$ cat src/rtl/clkgate_pkg.sv
package clkgate_pkg;
    localparam int N_CLK   = 4;
    localparam int CK_MAIN = 0;
    localparam int CK_SUB  = 1;
    localparam int CK_AUX  = 2;
    localparam int CK_MOD  = 3;

    typedef enum logic [1:0] {
        DS_OFF  = 2'b00,
        DS_RUN  = 2'b01,
        DS_HELD = 2'b11
    } dom_state_t;
endpackage

$ cat src/rtl/cg_lpm_decode.sv
module cg_lpm_decode
    import clkgate_pkg::*;
(
    input  logic             sleep,
    input  logic [2:0]       lpm_lvl,
    output logic [N_CLK-1:0] stop_mask
);
    always_comb begin
        stop_mask = '0;
        if (sleep) begin
            unique case (lpm_lvl)
                3'd0:                stop_mask = 4'b0001;
                3'd1, 3'd2, 3'd3:    stop_mask = 4'b0011;
                default:             stop_mask = 4'b1111;
            endcase
        end
    end
endmodule

$ cat src/rtl/cg_req_merge.sv
module cg_req_merge #(
    parameter int N_REQ = 8
) (
    input  logic [N_REQ-1:0] req,
    input  logic             req_en,
    output logic             hit
);
    assign hit = (|req) & req_en;
endmodule

$ cat src/rtl/cg_reqen_reg.sv
module cg_reqen_reg
    import clkgate_pkg::*;
(
    input  logic             clk,
    input  logic             rst_n,
    input  logic             wr,
    input  logic [N_CLK-1:0] wdata,
    output logic [N_CLK-1:0] q
);
    always_ff @(posedge clk or negedge rst_n) begin
        if (!rst_n)  q <= '1;
        else if (wr) q <= wdata;
    end
endmodule

$ cat src/rtl/cg_dom_fsm.sv
module cg_dom_fsm
    import clkgate_pkg::*;
(
    input  logic clk,
    input  logic rst_n,
    input  logic stop,
    input  logic hit,
    output logic clk_en,
    output logic held
);
    dom_state_t state_q, state_d;

    // State register on the falling edge: enable moves while clk is low.
    always_ff @(negedge clk or negedge rst_n) begin
        if (!rst_n) state_q <= DS_RUN;
        else        state_q <= state_d;
    end

    always_comb begin
        state_d = state_q;
        unique case (state_q)
            DS_RUN: begin
                if (stop && hit)  state_d = DS_HELD;   // T_HOLD
                else if (stop)    state_d = DS_OFF;    // T_STOP
            end
            DS_OFF: begin
                if (!stop)        state_d = DS_RUN;    // T_WAKE
                else if (hit)     state_d = DS_HELD;   // T_REQ_ON
            end
            DS_HELD: begin
                if (!stop)        state_d = DS_RUN;    // T_RELEASE
                else if (!hit)    state_d = DS_OFF;    // T_REQ_OFF
            end
            default:              state_d = DS_RUN;
        endcase
    end

    always_comb begin
        clk_en = 1'b1;
        held   = 1'b0;
        unique case (state_q)
            DS_RUN:  begin clk_en = 1'b1; held = 1'b0; end
            DS_OFF:  begin clk_en = 1'b0; held = 1'b0; end
            DS_HELD: begin clk_en = 1'b1; held = 1'b1; end
            default: begin clk_en = 1'b1; held = 1'b0; end
        endcase
    end
endmodule

$ cat src/rtl/clk_req_gate_ctrl.sv
module clk_req_gate_ctrl
    import clkgate_pkg::*;
#(
    parameter int N_REQ = 8
) (
    input  logic                   clk,
    input  logic                   rst_n,
    input  logic                   sleep,
    input  logic [2:0]             lpm_lvl,
    input  logic [4*N_REQ-1:0]     periph_req,
    input  logic                   reqen_wr,
    input  logic [3:0]             reqen_wdata,
    output logic [3:0]             reqen_q,
    output logic [3:0]             clk_en,
    output logic [3:0]             ovr_hold,
    output logic                   ovr_any
);
    logic [N_CLK-1:0] stop_mask;
    logic [N_CLK-1:0] hit;

    cg_reqen_reg u_reqen (
        .clk   (clk),
        .rst_n (rst_n),
        .wr    (reqen_wr),
        .wdata (reqen_wdata),
        .q     (reqen_q)
    );

    cg_lpm_decode u_dec (
        .sleep     (sleep),
        .lpm_lvl   (lpm_lvl),
        .stop_mask (stop_mask)
    );

    for (genvar k = 0; k < N_CLK; k++) begin : g_dom
        cg_req_merge #(.N_REQ(N_REQ)) u_merge (
            .req    (periph_req[k*N_REQ +: N_REQ]),
            .req_en (reqen_q[k]),
            .hit    (hit[k])
        );
        cg_dom_fsm u_fsm (
            .clk    (clk),
            .rst_n  (rst_n),
            .stop   (stop_mask[k]),
            .hit    (hit[k]),
            .clk_en (clk_en[k]),
            .held   (ovr_hold[k])
        );
    end

    assign ovr_any = |ovr_hold;
endmodule

$ cat config.mk
export PLATFORM = sky130hd
export DESIGN_NAME = clk_req_gate_ctrl
export DESIGN_NICKNAME = d
export VERILOG_FILES = /design/src/rtl/clkgate_pkg.sv /design/src/rtl/cg_lpm_decode.sv /design/src/rtl/cg_req_merge.sv /design/src/rtl/cg_reqen_reg.sv /design/src/rtl/cg_dom_fsm.sv /design/src/rtl/clk_req_gate_ctrl.sv
export SDC_FILE = /design/constraint.sdc
export NUM_CORES = 1
export LEC_CHECK = 0
export ABC_CLOCK_PERIOD_IN_PS = 1940
export BUFFER_PORTS_ARGS = -buffer_cell sky130_fd_sc_hd__buf_2
export CAP_MARGIN = 10
export CELL_PAD_IN_SITES_DETAIL_PLACEMENT = 0
export CELL_PAD_IN_SITES_GLOBAL_PLACEMENT = 1
export CORE_MARGIN = 5
export CORE_UTILIZATION = 26
export CTS_CLUSTER_SIZE = 40
export DETAILED_ROUTE_END_ITERATION = 8
export PLACE_DENSITY = 0.93
export SLEW_MARGIN = 10
export SYNTH_ARGS = -nofsm -noshare
export SYNTH_HDL_FRONTEND = slang
export SYNTH_HIERARCHICAL = 1
export SYNTH_SLANG_ARGS = --single-unit
export TNS_END_PERCENT = 1
$ cat constraint.sdc
create_clock -name clk -period 1.94 [get_ports clk]
set_input_delay 0.097 -clock clk [delete_from_list [all_inputs] [get_ports clk]]
set_output_delay 0.097 -clock clk [all_outputs]
set_load 0.005 [all_outputs]
==> flow_summary_export.csv <==
group,metric,value,unit
floorplan,rows,17,
synthesis,synth.cell_area,623,µm²
global_routing,grt_pass1_vias,650,
clock_network,clk_latency,330,ps
critical_path,crit_buf_inv,1,
synthesis,synth_mux_area_share,7.23,%
critical_path,slowest_stage,"or4_4",
synthesis,synth_top_area_share,33.7,%
floorplan,die_x,59.0,µm
synthesis,ys_types,15,
placed_design,place_congestion,0.700,
critical_path,path_class,"reg2out",
detailed_routing,initialDrtViolationCount,7,
sta,rsz0062_at_grt,"yes",
critical_path,start_kind,"register",
clock_network,cts_htree_levels,1,
global_routing,grt_pass1_wl,2590,µm
detailed_routing,routed_wl,1780,µm
sta,worst_slack,-604,ps
final_layout,antenna_cells,0,
critical_path,critical_path_arrival,2450,ps
status,violations,"negative setup slack",
final_layout,synthToLayoutAreaGrowth,68.7,%
final_layout,fillCellCount,245,
detailed_routing,ant_nets,0,
detailed_routing,drtPass1Iterations,3,
sta,slew-limit-headroom,81.6,%
synthesis,syn_avg_cell_area,10.9,µm²
pwr,irDropWorstVdd,348,µV
sta,fin_skew,58.5,ps
critical_path,cp_cell_sequence,"and2_4 > or4_4 > buf_6",
detailed_routing,via_per_inst,4.50,
critical_path,cp_max_fo,2,
global_routing,antenna_found_initial,0,
floorplan,initial_utilization,27.6,%
placed_design,io_buffers,55,
clock_network,cts_root_buf,"clkbuf_4",
synthesis,yosysWarnings,6,
final_layout,regArea,310,µm²
global_routing,overflow,0,
synthesis,synth-simple-area-share,31.9,%
final_layout,nNetsFinal,165,
critical_path,worst_setup_path_end_kind,"output port",
floorplan,fp.dieH,59.0,µm
global_routing,grtUsageTotal,9.89,%
final_layout,final_core_util,46.6,%
synthesis,yosysSeqAreaShare,49.8,%
sta,tightest_slew,274,ps
sta,hold_violations,0,
synthesis,synth_seq_cells,12,
detailed_routing,drcViolationCount,0,
synthesis,synth_nets,100,
clock_network,cts.reportedPaths.clkPinSlew,80,ps
floorplan,die-area,3480,µm²
global_routing,grt_max_degree,13,
synthesis,synth_xor_area_share,0,%
clock_network,cts_max_path_buffers,2,
sta,final_max_slew_viol_count,0,
status,status,"finished, violations left",
floorplan,ioPinCount,56,
sta,setup_viol_count_final,9,
clock_network,clock_sinks,12,
critical_path,max_stage_delay,530,ps
detailed_routing,post_drt_wl_per_cell,11.9,µm
synthesis,synth_compound_area_share,6.22,%
critical_path,cp_top_family,"simple AND/OR/NAND/NOR gates",
clock_network,cts_tree,"built",
worst_hold_path,hp-class,"in2reg",
pwr,cellPowerDensity,614,nW/µm²
detailed_routing,num_vias,670,
synthesis,synth_top_family_by_area,"simple AND/OR/NAND/NOR gates",
synthesis,synthAdderAreaFrac,0,%
critical_path,cp.required,1840,ps
synthesis,postSynthCellCount,57,
pwr,p_leak,0.531,nW
critical_path,timing.reg2reg.setup_slack,80,ps
synthesis,yosysTopAreaCell,"dfstp_2",
floorplan,coreArea,2250,µm²
synthesis,netlist_top_cells_area,"dfstp_2 34%, dfrtn_1 16%, nor4_1 8.0%",
job,drv_cap,0,
clock_network,cts_made_buffers,3,
final_layout,multi_input_area,292,µm²
placed_design,dpl_worst_slack,-256,ps
placed_design,hpwl,1490,µm
final_layout,drive_gt1_share,66.9,%
report_power, final:
group / switching (mW) / internal, mW / total, mW
combinational: 0.0527 / 0.106 / 0.159
clock: 0.102 / 0.0903 / 0.193
sequential: 0.0119 / 0.282 / 0.294
area by class of cell:
cell class	count	share of cell area (%)
clock buffers	4	2.50
clock inverters	4	1.43
multi-input cells	39	27.7
flip-flops and latches	12	29.5
well taps	28	3.33
repair buffers	62	35.5
path summary, 6_finish.rpt:
kind	start	to	cells after the start
min in group asynchronous	rst_n	u_reqen/q[1]	2
max in group asynchronous	rst_n	g_dom[2].u_fsm/state_q[0]	2
worst max register to register	u_reqen/q[2]	g_dom[2].u_fsm/state_q[0]	2
worst min register to register	g_dom[1].u_fsm/state_q[1]	g_dom[1].u_fsm/state_q[0]	3
worst max-delay path	g_dom[1].u_fsm/state_q[0]	ovr_any	3
worst min-delay path	reqen_wdata[1]	u_reqen/q[1]	2
Yosys cell counts:
library cell,count
a21boi_1,4
nand2b_1,4
or2_1,4
and2_2,4
and2_1,1
or4_1,1
inv_1,4
dfrtn_1,4
dfstp_2,8
o31a_1,1
nand3b_1,4
buf_4,2
mux2_2,4
and3_1,4
nor4_1,8
metal layers:
metal  vias to the layer above  wire [µm]  track usage (%)
met4                         0         10             4.85
met5                         -          0                0
met2                        33        948             16.7
li1                        333          -                -
met3                         2        200             3.95
met1                       302        617             10.6
cell families (layout without fill, tap and decap cells):
logic type             Yosys count  count (layout)
and+or+nand+nor                 30              30
DFF                             12              12
buffers and inverters            6              70
AOI/OAI and AO/OA                5               5
muxes                            4               4
state kept, by name, summed over array words and instances, names as in the netlist:
| signal | flops |
|---|---|
| u_reqen/q | 4 |
| g_dom.u_fsm/state_q | 8 |
stage by stage:
step / instance area, µm² / total power, mW / hold slack [ps] / setup TNS, ps / cells
floorplan: 629 / 0.376 / -50.8 / -135 / 57
global placement: 955 / 0.455 / 225 / -243 / 142
detailed placement: 955 / 0.460 / 244 / -256 / 142
CTS: 1020 / 0.645 / 46.4 / -2310 / 147
global route: 1050 / 0.695 / 46.3 / -2780 / 149
finish: 1050 / 0.645 / 58.1 / -2340 / 149
cell usage in the layout (no fill, tap or decap), types with 8 or more instances in the layout:
| cell | n |
|---|---|
| buf_6 | 8 |
| dfstp_2 | 8 |
| buf_2 | 50 |
| nor4_1 | 8 |
timing repair:
action / 4_1_cts / 5_1_grt
hold buffers: 1 / 0
hold endpoints to repair: 4 / 0
setup buffers: 0 / 2
endpoints found under the setup margin: 9 / 9
gates resized for setup: 7 / 3
pin swaps: 0 / 2
Power figures use the tool's default switching activity.
